### config.mk
export PLATFORM = sky130hd
export DESIGN_NAME = burst_colgen
export DESIGN_NICKNAME = d
export VERILOG_FILES = /design/src/rtl/burst_colgen_pkg.sv /design/src/rtl/burst_len_decode.sv /design/src/rtl/burst_lane_addr.sv /design/src/rtl/burst_seq_ctrl.sv /design/src/rtl/burst_colgen.sv
export SDC_FILE = /design/constraint.sdc
export NUM_CORES = 1
export LEC_CHECK = 0
export BUFFER_PORTS_ARGS = -buffer_cell sky130_fd_sc_hd__buf_4
export CAP_MARGIN = 0
export CORE_MARGIN = 2
export CORE_UTILIZATION = 50
export DETAILED_ROUTE_END_ITERATION = 10
export PLACE_DENSITY = 0.82
export SLEW_MARGIN = 15
export SYNTH_ARGS = -nofsm -noshare
export SYNTH_HDL_FRONTEND = slang
export SYNTH_HIERARCHICAL = 1
export SYNTH_SLANG_ARGS = --single-unit
### constraint.sdc
create_clock -name clk -period 2.85 [get_ports clk]
set_clock_uncertainty 0.2 [all_clocks]
set_input_delay 0.1425 -clock clk [delete_from_list [all_inputs] [get_ports clk]]
set_output_delay 0.1425 -clock clk [all_outputs]
set_load 0.01 [all_outputs]
### src/rtl/burst_colgen_pkg.sv
package burst_colgen_pkg;

   localparam int unsigned MAX_LEN_LOG2 = 3;
   localparam int unsigned PAIR_W       = MAX_LEN_LOG2 - 1;

   typedef enum logic {
      ORDER_LINEAR = 1'b0,
      ORDER_XOR    = 1'b1
   } order_e;

   typedef struct packed {
      logic       ok;
      logic [1:0] len_log2;
   } len_dec_t;

   function automatic logic [MAX_LEN_LOG2-1:0] window_mask(input logic [1:0] len_log2);
      case (len_log2)
         2'd1:    return 3'b001;
         2'd2:    return 3'b011;
         2'd3:    return 3'b111;
         default: return 3'b000;
      endcase
   endfunction

   function automatic logic [PAIR_W-1:0] last_pair(input logic [1:0] len_log2);
      case (len_log2)
         2'd2:    return 2'd1;
         2'd3:    return 2'd3;
         default: return 2'd0;
      endcase
   endfunction

endpackage

### src/rtl/burst_len_decode.sv
module burst_len_decode
   import burst_colgen_pkg::*;
(
   input  logic [2:0] code_i,
   output len_dec_t   dec_o
);

   always_comb begin
      dec_o = '0;
      case (code_i)
         3'b001:  begin dec_o.ok = 1'b1; dec_o.len_log2 = 2'd1; end
         3'b010:  begin dec_o.ok = 1'b1; dec_o.len_log2 = 2'd2; end
         3'b011:  begin dec_o.ok = 1'b1; dec_o.len_log2 = 2'd3; end
         default: dec_o = '0;
      endcase
   end

endmodule

### src/rtl/burst_lane_addr.sv
module burst_lane_addr
   import burst_colgen_pkg::*;
#(
   parameter int unsigned COL_W = 10
) (
   input  logic [COL_W-1:0]        base_i,
   input  logic [MAX_LEN_LOG2-1:0] mask_i,
   input  order_e                  order_i,
   input  logic [MAX_LEN_LOG2-1:0] idx_i,
   output logic [COL_W-1:0]        col_o
);

   localparam int unsigned IW = MAX_LEN_LOG2;

   logic [IW-1:0] base_lo;
   logic [IW-1:0] lin_lo;
   logic [IW-1:0] xor_lo;
   logic [IW-1:0] pick_lo;

   always_comb begin
      base_lo = base_i[IW-1:0];
      lin_lo  = base_lo + idx_i;
      xor_lo  = base_lo ^ idx_i;
      pick_lo = (order_i == ORDER_XOR) ? xor_lo : lin_lo;
      col_o          = base_i;
      col_o[IW-1:0]  = (base_lo & ~mask_i) | (pick_lo & mask_i);
   end

endmodule

### src/rtl/burst_seq_ctrl.sv
module burst_seq_ctrl
   import burst_colgen_pkg::*;
(
   input  logic              clk,
   input  logic              rst_n,
   input  logic              go_i,
   input  logic [PAIR_W-1:0] lim_i,
   output logic              active_o,
   output logic [PAIR_W-1:0] pair_o,
   output logic              last_o
);

   logic              active_q;
   logic [PAIR_W-1:0] cnt_q;
   logic [PAIR_W-1:0] lim_q;

   always_ff @(posedge clk or negedge rst_n) begin
      if (!rst_n) begin
         active_q <= 1'b0;
         cnt_q    <= '0;
         lim_q    <= '0;
      end else if (go_i) begin
         active_q <= 1'b1;
         cnt_q    <= '0;
         lim_q    <= lim_i;
      end else if (active_q) begin
         if (cnt_q == lim_q) active_q <= 1'b0;
         else                cnt_q    <= cnt_q + 1'b1;
      end
   end

   assign active_o = active_q;
   assign pair_o   = cnt_q;
   assign last_o   = active_q && (cnt_q == lim_q);

   // burst ends right after its final pair
   assert_done_ends_R9: assert property (@(posedge clk) disable iff (!rst_n)
      (last_o && !go_i) |=> !active_o);

   // pairs advance one per cycle without gaps
   assert_pair_step_R2: assert property (@(posedge clk) disable iff (!rst_n)
      (active_o && !last_o) |=> (active_o && pair_o == $past(pair_o) + 1'b1));

endmodule

### src/rtl/burst_colgen.sv
module burst_colgen
   import burst_colgen_pkg::*;
#(
   parameter int unsigned COL_W = 10
) (
   input  logic             clk,
   input  logic             rst_n,
   input  logic             start_i,
   input  logic [COL_W-1:0] start_col_i,
   input  logic [2:0]       len_code_i,
   input  logic             order_i,
   output logic             valid_o,
   output logic [COL_W-1:0] col_first_o,
   output logic [COL_W-1:0] col_second_o,
   output logic             last_o,
   output logic             err_o
);

   localparam int unsigned NLANE = 2;
   localparam int unsigned HI_W  = COL_W - MAX_LEN_LOG2;

   if (COL_W <= MAX_LEN_LOG2) begin : g_bad_width
      $error("COL_W must exceed the largest burst window width");
   end

   len_dec_t          dec;
   logic              active;
   logic              seq_last;
   logic [PAIR_W-1:0] pair_idx;
   logic              accept;
   logic [COL_W-1:0]  base_q;
   logic [MAX_LEN_LOG2-1:0] mask_q;
   order_e            order_q;
   logic              err_q;
   logic [COL_W-1:0]  lane_col [NLANE];
   logic [COL_W-1:0]  keep_mask;

   burst_len_decode u_dec (
      .code_i (len_code_i),
      .dec_o  (dec)
   );

   assign accept = start_i && !active && dec.ok;

   always_ff @(posedge clk or negedge rst_n) begin
      if (!rst_n) begin
         base_q  <= '0;
         mask_q  <= '0;
         order_q <= ORDER_LINEAR;
         err_q   <= 1'b0;
      end else begin
         err_q <= start_i && !active && !dec.ok;
         if (accept) begin
            base_q  <= start_col_i;
            mask_q  <= window_mask(dec.len_log2);
            order_q <= order_e'(order_i);
         end
      end
   end

   burst_seq_ctrl u_ctrl (
      .clk      (clk),
      .rst_n    (rst_n),
      .go_i     (accept),
      .lim_i    (last_pair(dec.len_log2)),
      .active_o (active),
      .pair_o   (pair_idx),
      .last_o   (seq_last)
   );

   for (genvar ln = 0; ln < NLANE; ln++) begin : g_lane
      burst_lane_addr #(.COL_W(COL_W)) u_lane (
         .base_i  (base_q),
         .mask_i  (mask_q),
         .order_i (order_q),
         .idx_i   ({pair_idx, 1'(ln)}),
         .col_o   (lane_col[ln])
      );
   end

   assign valid_o      = active;
   assign last_o       = seq_last;
   assign err_o        = err_q;
   assign col_first_o  = lane_col[0];
   assign col_second_o = lane_col[1];
   assign keep_mask    = {{HI_W{1'b1}}, ~mask_q};

   // reserved code gives an error pulse and no burst
   assert_reserved_no_burst_R3: assert property (@(posedge clk) disable iff (!rst_n)
      (start_i && !active && !dec.ok) |=> (err_o && !valid_o));

   // burst opens on the requested column
   assert_first_is_start_R4: assert property (@(posedge clk) disable iff (!rst_n)
      accept |=> (valid_o && col_first_o == $past(start_col_i)));

   // in linear order the second word follows the first inside the window
   assert_linear_pair_R5: assert property (@(posedge clk) disable iff (!rst_n)
      (valid_o && order_q == ORDER_LINEAR) |->
         (((col_second_o - col_first_o) & {{HI_W{1'b0}}, mask_q}) == COL_W'(1)));

   // in interleaved order the pair differs in bit 0 only
   assert_xor_pair_R6: assert property (@(posedge clk) disable iff (!rst_n)
      (valid_o && order_q == ORDER_XOR) |-> ((col_first_o ^ col_second_o) == COL_W'(1)));

   // bits outside the window never move
   assert_upper_fixed_R7: assert property (@(posedge clk) disable iff (!rst_n)
      valid_o |-> (((col_first_o ^ base_q) & keep_mask) == '0 &&
                   ((col_second_o ^ base_q) & keep_mask) == '0));

   // a request during a burst leaves it untouched
   assert_busy_ignore_R10: assert property (@(posedge clk) disable iff (!rst_n)
      (active && start_i) |=> ($stable(base_q) && $stable(mask_q) && !err_o));

   // nothing is presented while in reset
   always_comb begin
      if (!rst_n) assert_reset_quiet_R11: assert (!valid_o && !last_o && !err_o);
   end

endmodule

==> summary by stage, run 1 <==
Run status
The flow ran to the end, and the final reports show no timing, DRC or antenna violations.

Pwr
Dividing total power by cell area gives a power density of just under 1000 nW/um2. The total leakage power is roughly 0.83 nW. Across the VDD grid, the largest voltage drop is between 0.0006 and 0.0007 V.

Placed design
In this run, placement finished with an instance count of ~160. The placer's final routability congestion estimate is between 0.7 and 0.8. Summing all placed instances gives a cell area of between 1000 and 1500 um2. The number of buffers inserted by port buffering is 39. The half-perimeter wire length after detailed placement is approximately 1600 um.

Global routing
The wire length of the first global-routing pass is ~3800 um. The number of antenna violations at the first check in global routing is 0. Global routing finished with a remaining overflow of 0. In the global route stage, overall resource usage came out at a little under a fifth. The via count of the first global-routing pass came to between 800 and 900. Entering global routing, the biggest net connects 21 pins.

Floorplan
The floorplan step defined a die boundary enclosing between 2000 and 3000 um2. The vertical extent of the die is 53.6 um. The starting utilization of the core area is between 50 and 60%.

After floorplanning, the core was divided into 17 placement rows. The placeable core region is 2280 um2. During I/O placement, the number of pins put on the boundary was 40.

Measured along the x axis, the die boundary spans about 54 um.

Critical path
The nature of the critical path startpoint is a register. The reg2reg setup slack is 1.08 ns. For the worst setup path, the data required time is around 2.5 ns.

The startpoint of the worst register-to-register path is u_ctrl/active_o. The highest net fanout along the worst path is 9. The largest stage delay on the critical path is between 0.5 and 0.6 ns. The critical path contains buffers and inverters numbering 2 combined. At the worst endpoint, the arrival time is 2.00 ns.

By startpoint and endpoint, the worst setup path is classified as register to primary output. The worst reg-to-reg path cell count is 3. Among cell families on the critical path, the largest total delay comes from flip-flops. In this run the critical register-to-register path is captured at u_ctrl/lim_q[0]. The worst-path cell with the longest stage delay is sky130_fd_sc_hd__dfrtp_1. Walking the worst path, the cells encountered are inv_1, fa_1, o21a_1, o21ai_1, xnor2_1, buf_4. The worst setup path is captured at a primary output.

Clocking
In this run the number of H-tree levels came out at 1. Clock tree synthesis inserted a total of 3 buffers. The clock latency at the later pin of the worst-skew pair is about 0.30 ns. The clock slew at the register clock pins of the worst setup and hold paths is 0.12 ns. The CTS tree is built. The cell sitting at the root of the clock tree is a sky130_fd_sc_hd__clkbuf_4. After clock tree synthesis, the repair step resized 0 gates. The buffers inserted during post-CTS setup optimization is 0. The number of buffers between clock root and the deepest sink is 2.

The number of clock sinks seen by CTS is 20.

Timing
For the finished layout, the period the worst path requires is 2.35 ns. Setup repair after global routing left no endpoint under its margin. The post-route fraction of the period consumed by the critical path is between 80% and 90%. The final hold violation count was 0.

The tightest hold margin is between 0.02 and 0.03 ns. The number of slew-limit violations in the final report came to 0. Timing would allow up to about 430 MHz. Setup total negative slack on the finished layout was measured at 0 ns. The setup-violating endpoint count in the final report is 0.

Yosys
The Yosys warning count is 6. The synthesized design contains 20 register bits. Yosys mapped the design onto 32 distinct sky130hd cell types. Counting every net in the synthesized netlist gives 128. The cell area after synthesis is 1230 um2.

For this run, the register share of the synthesized area comes to 40.7%. Counting every instance in the synthesized netlist gives 105. The average size of a mapped cell is approximately 12 um2.

Layout
The top cell types in the final layout, fill and taps aside, are sky130_fd_sc_hd__buf_4 (39), sky130_fd_sc_hd__dfrtp_1 (20), sky130_fd_sc_hd__dlygate4sd3_1 (14), sky130_fd_sc_hd__mux2_2 (9). The net count of the finished layout is 170. The repair_antennas step left the layout with diodes totalling 0. The cell area after layout is 1630 um2. The signed area change from the synthesized netlist to the final layout is 32.6%.

The final non-filler cell total is roughly 170. The fraction of final layout cells with drive strength greater than 1 is a little over two fifths. The library cell used most frequently in the layout, excluding fill and tap cells, is sky130_fd_sc_hd__buf_4.

Run
The number of max-capacitance violations reported is 0.

Routing
The total number of vias is just under 900. The via-per-instance ratio is between 5 and 6. The total wire length after detailed routing is ~2400 um. The detailed router finished its first iteration with 9 violations. The remaining number of nets flagged by the antenna check after routing is 0. The average detailed-routed wire length per instance is between 10 and 15 um. The detailed-route DRC error count is 0. Before antenna repair, the detailed router went through 4 iterations.

Worst hold path
The path type of the worst min-delay path is primary input to async pin.
-- what timing repair did --
action | in CTS | in global routing
endpoints found under the setup margin | 0 | 0
hold endpoints to repair | 32 | 0
hold buffers | 14 | 0
-- routing by layer --
| metal | GRT usage (%) | wire [um] | vias up |
|---|---|---|---|
| li1 | - | - | 416 |
| met3 | 5.56 | 125 | 7 |
| met2 | 32.3 | 1300 | 25 |
| met5 | 0 | 0 | - |
| met4 | 9.83 | 68 | 0 |
| met1 | 21.8 | 949 | 423 |
-- worst max-delay path by stage --
stage | start | end | slack [ns] | depth (start not counted)
after CTS | u_ctrl/pair_o[0] | col_second_o[2] | 0.49 | 6
after detailed placement | u_ctrl/pair_o[0] | col_first_o[2] | 0.87 | 6
after floorplan | base_q[0] | col_second_o[2] | 1.09 | 6
final | u_ctrl/pair_o[0] | col_second_o[2] | 0.50 | 6
after global placement | u_ctrl/pair_o[0] | col_first_o[2] | 0.93 | 6
after global routing | u_ctrl/pair_o[0] | col_second_o[2] | 0.36 | 6
-- flip-flops by register name (all words and copies together), names as in the netlist --
| name | count |
|---|---|
| base_q | 10 |
| err_o | 1 |
| mask_q | 3 |
| order_q | 1 |
| u_ctrl/active_o | 1 |
| u_ctrl/lim_q | 2 |
| u_ctrl/pair_o | 2 |
-- stage by stage --
step           total power (W)  setup WS (ns)  utilization (%)
2_1_floorplan          0.00108           1.09                -
3_5_place_dp           0.00131          0.865             63.2
6_report               0.00157          0.504             71.6
3_3_place_gp           0.00127          0.929             63.2
4_1_cts                0.00157          0.489             71.6
5_1_grt                0.00168          0.356             71.6
-- cells in the mapped netlist (all sizes together) --
library cell	instances	area share, %
and2b	2	1.4
a41oi	1	0.71
nand2	1	0.30
a21oi	2	0.81
conb	2	0.61
clkbuf	1	0.30
mux2i	3	2.4
ha	4	4.1
and3	1	0.51
a31oi	1	0.51
nand2b	2	1.0
or3b	1	0.71
nor3b	1	0.61
inv	8	2.4
a21boi	1	0.61
and2	1	0.51
xnor2	4	2.8
mux2	17	18
fa	2	3.3
nand3b	1	1.6
nor2	4	1.2
buf	15	9.5
nand3	1	0.41
dfrtp	20	41
o21a	2	1.2
or2b	1	0.61
o21ai	2	0.81
o21ba	1	0.81
nor3	2	0.81
a21o	1	0.61
-- area by class of cell --
class	instances	area (um2)
Fill cell	153	646
Multi-Input combinational cell	61	579
Sequential cell	20	500
Timing Repair Buffer	53	433
Tap cell	28	35.0
Clock inverter	1	30.0
Inverter	8	30.0
Clock buffer	3	22.5
-- cells by family after synthesis --
group	after synthesis	share of synthesized area, %
XOR/XNOR	4	2.85
AO/OA/AOI/OAI	11	6.10
adder cells (fa/ha/maj)	6	7.32
other	2	0.611
AND/OR/NAND/NOR	18	9.77
multiplexers	20	20.4
buffers and inverters	24	12.2
flip-flops	20	40.7
-- power breakdown --
part / total, W / switching, W / internal [W]
Combinational: 0.000796 / 0.000324 / 0.000471
Clock: 0.000234 / 0.0000914 / 0.000142
Sequential: 0.000540 / 0.000145 / 0.000395
Power figures use the tool's default switching activity.
==> run 2: changes to the inputs <==
Settings changed: ABC_AREA set to 1, PLACE_DENSITY 0.82 to 0.81.
Clock period 2.85 ns to 2.25 ns, I/O delays scaled along.
==> run 2 against run 1 <==
Against the previous run:
- the run now ends with negative hold slack left
- cell count grew 42%
- sequential share of layout area decreased by 2.7 points
- critical path type unchanged
- setup slack worse by 0.37 ns
- cell area grew 10%
- highest routed layer unchanged
- combinational power increased by 38%
- largest cell class unchanged
- non-clock buffer count rose by 12
- clock power grew 29%
- largest power group unchanged
==> summary by stage, run 2 <==
Run status
The run finished, with violations left. The checks that failed: negative hold slack.

Clocking
The clock latency at the later pin of the worst-skew pair came to 0.31 ns (about the same). CTS placed an instance of sky130_fd_sc_hd__clkbuf_4 at the clock tree root. The count of H-tree levels built during CTS was 1 (unchanged). TritonCTS built the clock tree. The clock slew at the register clock pins of the worst setup and hold paths is 0.13 ns (about the same). The number of buffers between clock root and the deepest sink came to 2 (unchanged). The number of clock sinks seen by CTS is 20 (unchanged). The number of buffers created by CTS is 3 (unchanged).

Layout
The cell area after layout is 1800 um2 (+10%). Leaving out fill and tap cells, the most frequent cell in the layout is sky130_fd_sc_hd__nand2_1. The flip-flop count of the largest register after layout was 10 (unchanged). The number of nets in the layout is 241 (+42%).

The antenna diode instance count was 0 (unchanged). The number of filler cells placed in the layout is 182 (+19%). Relative to the synthesized area, the layout overhead comes to 38.4%.

The library cells used most frequently in the layout, excluding fill and tap cells, are sky130_fd_sc_hd__nand2_1 (54), sky130_fd_sc_hd__buf_4 (41), sky130_fd_sc_hd__dlygate4sd3_1 (24), sky130_fd_sc_hd__inv_1 (22), sky130_fd_sc_hd__dfrtp_1 (18). The fraction of final layout cells with drive strength greater than 1 is 26.3% (-18 points). In the final layout, the registers with the most flip-flops are base_q: 10 flops, mask_q: 3 flops. The register bank with the most flops is base_q.

Timing
The final hold violation count came to 12 (+12). The setup-violating endpoint count in the final report is 0 (unchanged). The sum of negative setup slack came to 0 ns (unchanged). Setup repair after global routing left no endpoint under its margin. The final worst slack is 0.130 ns (-0.374 ns). The post-route fraction of the period consumed by the critical path is 94.2%.

The tightest hold margin is -0.0107 ns (-0.0392 ns). The smallest clock period supported by the final layout is computed as roughly 2.1 ns. The top achievable clock speed is between 400 and 500 MHz.

The number of slew-limit violations in the final report is 0 (unchanged).

Routing
The total wire length after detailed routing is 3650 um (+49%). The via-per-instance ratio is 5.44 (+8.7%). The number of detailed-routing iterations run before antenna repair is 4 (unchanged).

The detailed-route DRC error count is 0 (unchanged). The total number of vias is 1344 (+54%). The remaining number of nets flagged by the antenna check after routing is 0 (unchanged). The average detailed-routed wire length per instance came to 14.8 um (+5.1%). The number of design-rule violations left by the first detailed-router iteration was 36 (+27).

Yosys
The Yosys warning count came to 6 (unchanged). The count of distinct cell types in the synthesized netlist came to 21 (-34%). sky130_fd_sc_hd__dfrtp_1 takes more of the synthesized area than any other cell.

By count the netlist is led by sky130_fd_sc_hd__nand2_1 (54), sky130_fd_sc_hd__inv_1 (22), sky130_fd_sc_hd__dfrtp_1 (20). The post-synthesis sequential element count came to 20 (unchanged). The cell area after synthesis is 1300 um2 (+5.6%). The net count of the mapped netlist is 191 (+49%). The post-synthesis cell count is 168 (+60%).

The average size of a mapped cell is 7.73 um2 (-34%). The fraction of post-synthesis cell area in the top cell type by area is 38.5% (-2.2 points). The sequential area share after synthesis is 38.5% (-2.2 points). The async set-reset flop share out of synthesis was 100% (unchanged).

sky130_fd_sc_hd__nand2_1 is the most common cell in the netlist. The number of flops mapped to enable cells by yosys is 0 (unchanged). By area the synthesized netlist is led by sky130_fd_sc_hd__dfrtp_1 (39%), sky130_fd_sc_hd__nand2_1 (16%), sky130_fd_sc_hd__buf_4 (9.2%). The most used flip-flop cell after synthesis is sky130_fd_sc_hd__dfrtp_1.

Global routing
The overall global routing resource usage came to 27.2% (+8.1 points). The number of antenna violations at the first check in global routing is 0 (unchanged). The pin count of the biggest net entering global routing came to 21 (unchanged). The via count of the first global-routing pass came to 1253 (+54%). The wire length of the first global-routing pass came to 5620 um (+49%). The overflow left after global routing is 0 (unchanged).

Critical path
STA classifies the critical path endpoint as a primary output. The category of the most critical setup path is register to primary output. The data arrival at the endpoint of the critical path is 1.81 ns (-0.19 ns). The nature of the critical path startpoint is a register. The required time of the worst setup path was 1.94 ns (-0.57 ns). The highest net fanout along the worst path came to 2 (-7).

Floorplan
The starting utilization of the core area is 52.4% (-1.6 points). The vertical extent of the die is 55.0 um (+2.6%). The area enclosed by the die boundary is 3020 um2 (+5.2%).

The placeable core region was 2480 um2 (+8.9%). The die boundary width is 55.0 um (+2.6%). The number of standard-cell rows in the floorplan is 18 (+1). The number of I/O pins is 40 (unchanged).

Run
The number of max-capacitance violations reported is 0 (unchanged).

Placed design
The placer's final routability congestion estimate is 0.779 (+7.3%). The worst-case setup slack after placement was 0.389 ns (-0.477 ns). The number of buffers inserted by port buffering came to 39 (unchanged). The post-placement cell area is 1490 um2 (+3.7%).

The half-perimeter wire length after detailed placement is 2130 um (+30%).

Pwr
The total leakage power is 0.945 nW (+14%). The power per cell area is 1160 nW/um2 (+20%). The worst supply voltage drop on vdd is 0.000898 V (+32%).

Worst hold path
The worst hold path belongs to the class primary input to async pin.
run 2: changes by cell type after synthesis, moves of 6 or more:
cell and change:
sky130_fd_sc_hd__nand4_1 +16, sky130_fd_sc_hd__mux2_2 -7, sky130_fd_sc_hd__inv_1 +14, sky130_fd_sc_hd__nand2_1 +53, sky130_fd_sc_hd__o21ai_0 +6, sky130_fd_sc_hd__mux2_4 -8
run 2: kinds of logic (layout without fill, tap and decap cells):
family / count (synthesis) / after routing / share of synthesized area [%]
fa+ha+maj: 6 / 6 / 6.94
buf+inv: 43 / 92 / 17.8
flops: 20 / 20 / 38.5
compound gates: 8 / 8 / 3.47
simple gates: 87 / 87 / 30.9
other cells: 2 / 2 / 0.578
mux: 2 / 2 / 1.73
run 2: metrics by stage:
stage	std cells	total power, W	util, %
after floorplan	168	0.00135	-
after global placement	218	0.00161	60.2
after detailed placement	218	0.00167	60.2
after CTS	246	0.00201	72.0
after global routing	247	0.00223	72.6
final	247	0.00208	72.6
run 2: worst paths after layout:
path                       slack, ns  cells after the start          endpoint            start
min in group clk                0.06                      6         mask_q[1]    len_code_i[2]
max in group asynchronous       1.61                      2  u_ctrl/pair_o[0]            rst_n
min reg2reg                     0.32                      2         base_q[5]        base_q[5]
max reg2reg                     0.31                      5         base_q[0]  u_ctrl/active_o
max                             0.13                      7   col_second_o[1]        base_q[0]
min                            -0.01                      2         base_q[8]            rst_n
run 2: final cells by class:
type | count | area, um2 | area share (%)
inverter | 23 | 86.3 | 4.80
sequential | 20 | 503 | 28.0
multi-input combinational | 105 | 571 | 31.7
timing repair buffer | 65 | 548 | 30.5
clock buffer | 3 | 22.5 | 1.25
clock inverter | 1 | 30.0 | 1.67
tap | 30 | 37.5 | 2.09
run 2: power by group:
part           switching, W  total, W  internal (W)
logic              0.000578   0.00110      0.000526
clock network      0.000123  0.000303      0.000180
registers          0.000175  0.000675      0.000501
run 2: timing repair:
action	in CTS	in global routing
hold buffers	24	0
setup buffers	0	1
gates resized for setup	0	4
setup endpoints to repair	0	3
endpoints found under the hold margin	32	0
run 2: layer usage:
metal	track usage, %	part of all wire, %
met5	0	0
met1	29.8	33
met3	4.03	5.4
met2	48.0	55
met4	19.1	6.2
run 2: worst max-delay path, stage by stage (launching register included):
cell and delay (ns):
sky130_fd_sc_hd__dfrtp_1 0.40, sky130_fd_sc_hd__ha_1 0.20, sky130_fd_sc_hd__inv_1 0.07, sky130_fd_sc_hd__fa_1 0.41
sky130_fd_sc_hd__o21ai_1 0.12, sky130_fd_sc_hd__nand2_1 0.06, sky130_fd_sc_hd__o21ai_0 0.08, sky130_fd_sc_hd__buf_4 0.15
==> run 3: changes to the inputs <==
Settings changed: REMOVE_ABC_BUFFERS set to 1.
==> run 3 against run 2 <==
Against the previous run:
- the flow now finishes without violations
- total power down 3.7%
- setup slack worse by 0.089 ns
- critical path depth unchanged
- largest power group unchanged
- highest routed layer unchanged
==> summary by stage, run 3 (synthesis gave the netlist of run 2 again) <==
Timing
The setup-violating endpoint count in the final report was 0 (unchanged). The final hold violation count is 0 (-12). Setup repair after global routing could not meet its margin everywhere. The tightest hold margin was 0.00553 ns (+0.0163 ns). The number of slew-limit violations in the final report is 0 (unchanged). The post-route fraction of the period consumed by the critical path is 98.2% (+4.0 points). The top achievable clock speed came to 453 MHz (-4.0%). The post-layout minimum cycle time is 2.21 ns (+0.0893 ns).

Critical path
Traced cell by cell, the critical path runs through ha_1, inv_1, fa_1, o21ai_0, nand2_1, o21ai_0, buf_4. The critical path in this run is classified as register to primary output. The reg2reg setup slack is 0.38 ns (+0.07 ns). The highest net fanout along the worst path came to 5 (+3). The required time of the worst setup path is 1.94 ns (about the same). The largest stage delay on the critical path is 0.43 ns (+0.02 ns). STA classifies the critical path endpoint as a primary output. The slowest stage of the critical path is the sky130_fd_sc_hd__dfrtp_1 cell. The nature of the critical path startpoint is a register. The most numerous cell type found on the critical path is sky130_fd_sc_hd__o21ai_0. The data arrival at the endpoint of the critical path is 1.90 ns (+0.09 ns).

Layout
The flip-flop count of the largest register after layout is 10 (unchanged). The register bank with the most flops is base_q. The final non-filler cell total was 250 (+1.2%). The antenna diode instance count is 0 (unchanged). The largest registers in the layout are base_q: 10 flops, mask_q: 3 flops.

The combined area of the multi-input logic cells is 571 um2 (unchanged). The library cells used most frequently in the layout, excluding fill and tap cells, are sky130_fd_sc_hd__nand2_1 (54), sky130_fd_sc_hd__buf_4 (44), sky130_fd_sc_hd__dlygate4sd3_1 (24), sky130_fd_sc_hd__inv_1 (22), sky130_fd_sc_hd__dfrtp_1 (19). The number of nets in the layout is 244 (+1.2%). The number of filler cells placed in the layout was 180 (-1.1%). Relative to the synthesized area, the layout overhead comes to 38.8%. The area taken by flip-flops and latches is 502 um2 (-0.25%). The cell area after layout was 1800 um2 (+0.28%). The fraction of final layout cells with drive strength greater than 1 is 26.8% (+0.55 points). The commonest non-fill, non-tap cell in the layout is sky130_fd_sc_hd__nand2_1.

Pwr
The total leakage power is 0.954 nW (+0.91%). The power per cell area was 1110 nW/um2 (-3.9%). The internal power contribution is 0.00115 W (-4.4%). The proportion of power drawn by the clock network was 10.7% (-3.9 points). The combinational group share of total power is 55.4% (+2.4 points). The switching share of power is 42.5% (+0.45 points).

The portion of total power attributed to sequential cells came to 33.9% (+1.5 points). The net switching power is 0.000852 W (-2.6%). The worst supply voltage drop on vdd is 0.000696 V (-23%).

Global routing
The via count of the first global-routing pass came to 1164 (-7.1%). The wire length of the first global-routing pass is 4910 um (-13%). The overall global routing resource usage is 22.7% (-4.6 points). The overflow left after global routing is 0 (unchanged).

The number of antenna violations at the first check in global routing is 0 (unchanged). The pin count of the biggest net entering global routing came to 21 (unchanged).

Floorplan
The starting utilization of the core area is 52.4% (unchanged). The placeable core region is 2480 um2 (unchanged). The number of standard-cell rows in the floorplan came to 18 (unchanged). The area enclosed by the die boundary came to 3020 um2 (unchanged). The vertical extent of the die was 55.0 um (unchanged).

The die boundary width was 55.0 um (unchanged). The number of I/O pins is 40 (unchanged).

Placed design
The placer's final routability congestion estimate is 0.868 (+12%). The number of cells after detailed placement was 218 (unchanged). The half-perimeter wire length after detailed placement is 2000 um (-5.8%). The number of buffers inserted by port buffering came to 39 (unchanged).

The post-placement cell area is 1490 um2 (unchanged).

Clocking
The CTS tree is built. The count of H-tree levels built during CTS was 1 (unchanged). The number of buffers between clock root and the deepest sink is 2 (unchanged). Clock tree synthesis selected as its root buffer the cell sky130_fd_sc_hd__clkbuf_4. The clock latency at the later pin of the worst-skew pair is 0.30 ns (about the same). The number of clock sinks seen by CTS is 20 (unchanged). The number of buffers created by CTS was 3 (unchanged). The clock slew at the register clock pins of the worst setup and hold paths is 0.12 ns (about the same).

Routing
The number of detailed-routing iterations run before antenna repair is 4 (unchanged). The detailed-route DRC error count is 0 (unchanged). The total number of vias is 1257 (-6.5%). The remaining number of nets flagged by the antenna check after routing is 0 (unchanged). The total wire length after detailed routing came to 3250 um (-11%). The average detailed-routed wire length per instance is 13.0 um (-12%). The via-per-instance ratio is 5.03 (-7.6%). The number of design-rule violations left by the first detailed-router iteration is 17 (-53%).

Run
The number of max-capacitance violations reported is 0 (unchanged).

Worst hold path
The path type of the worst min-delay path is primary input to async pin.

Run status
The flow ran to the end, and the final reports show no timing, DRC or antenna violations.
## run 3: cell count changes in the layout (fill, tap and decap cells not counted)
cell                        change
sky130_fd_sc_hd__buf_4          +3
sky130_fd_sc_hd__bufinv_16      -1
sky130_fd_sc_hd__clkbuf_8       +1
sky130_fd_sc_hd__dfrtp_1        +1
sky130_fd_sc_hd__dfrtp_2        -1
sky130_fd_sc_hd__o21ai_0        +1
sky130_fd_sc_hd__o21ai_1        -1
## run 3: metrics by stage
| stage | TNS, ns | util (%) | total power [W] | setup WS, ns |
|---|---|---|---|---|
| global route | -0.126 | 72.8 | 0.00215 | -0.0554 |
| floorplan | 0 | - | 0.00118 | 0.582 |
| CTS | 0 | 71.4 | 0.00192 | 0.0522 |
| detailed placement | 0 | 60.2 | 0.00167 | 0.397 |
| finish | 0 | 72.8 | 0.00201 | 0.0407 |
| global placement | 0 | 60.2 | 0.00162 | 0.461 |
## run 3: final cells by class
type / instances / area share, %
Multi-Input combinational cell: 105 / 31.6
Timing Repair Buffer: 68 / 31.6
Sequential cell: 20 / 27.8
Inverter: 23 / 4.79
Tap cell: 30 / 2.08
Clock buffer: 4 / 2.01
## run 3: repair_timing
| item | in CTS | in global routing |
|---|---|---|
| setup endpoints to repair | 0 | 3 |
| gates resized for setup | 0 | 2 |
| endpoints found under the hold margin | 33 | 0 |
| hold buffers | 24 | 0 |
| setup buffers | 0 | 4 |
## run 3: critical path: cells and delay by family (launching register included)
kind,cells,cell delay [ns]
AO/OA/AOI/OAI,2,0.25
adder cells (fa/ha/maj),2,0.63
buffers and inverters,2,0.22
flip-flops,1,0.43
AND/OR/NAND/NOR,1,0.06
## run 3: power groups by stage
stage          clock network, W  registers, W  logic [W]
3_3_place_gp                  0      0.000662   0.000954
6_report               0.000214      0.000680    0.00111
4_1_cts                0.000211      0.000672    0.00104
5_1_grt                0.000222      0.000704    0.00122
3_5_place_dp                  0      0.000677   0.000993
2_1_floorplan                 0      0.000701   0.000476
## run 3: worst paths after layout
path	startpoint	end	cells past startpoint
max	base_q[0]	col_second_o[1]	7
min	rst_n	u_ctrl/pair_o[1]	2
max reg2reg	u_ctrl/active_o	order_q	5
min in group clk	len_code_i[2]	mask_q[1]	6
min reg2reg	base_q[3]	base_q[3]	2
max in group asynchronous	rst_n	u_ctrl/pair_o[0]	2
## run 3: per-layer routing
layer  routed length [um]  GRT usage, %  share of wire, %
met1                 1300          24.8                40
met5                    0             0                 0
met3                  123          2.96               3.8
met2                 1790          45.0                55
met4                   29          6.10              0.89
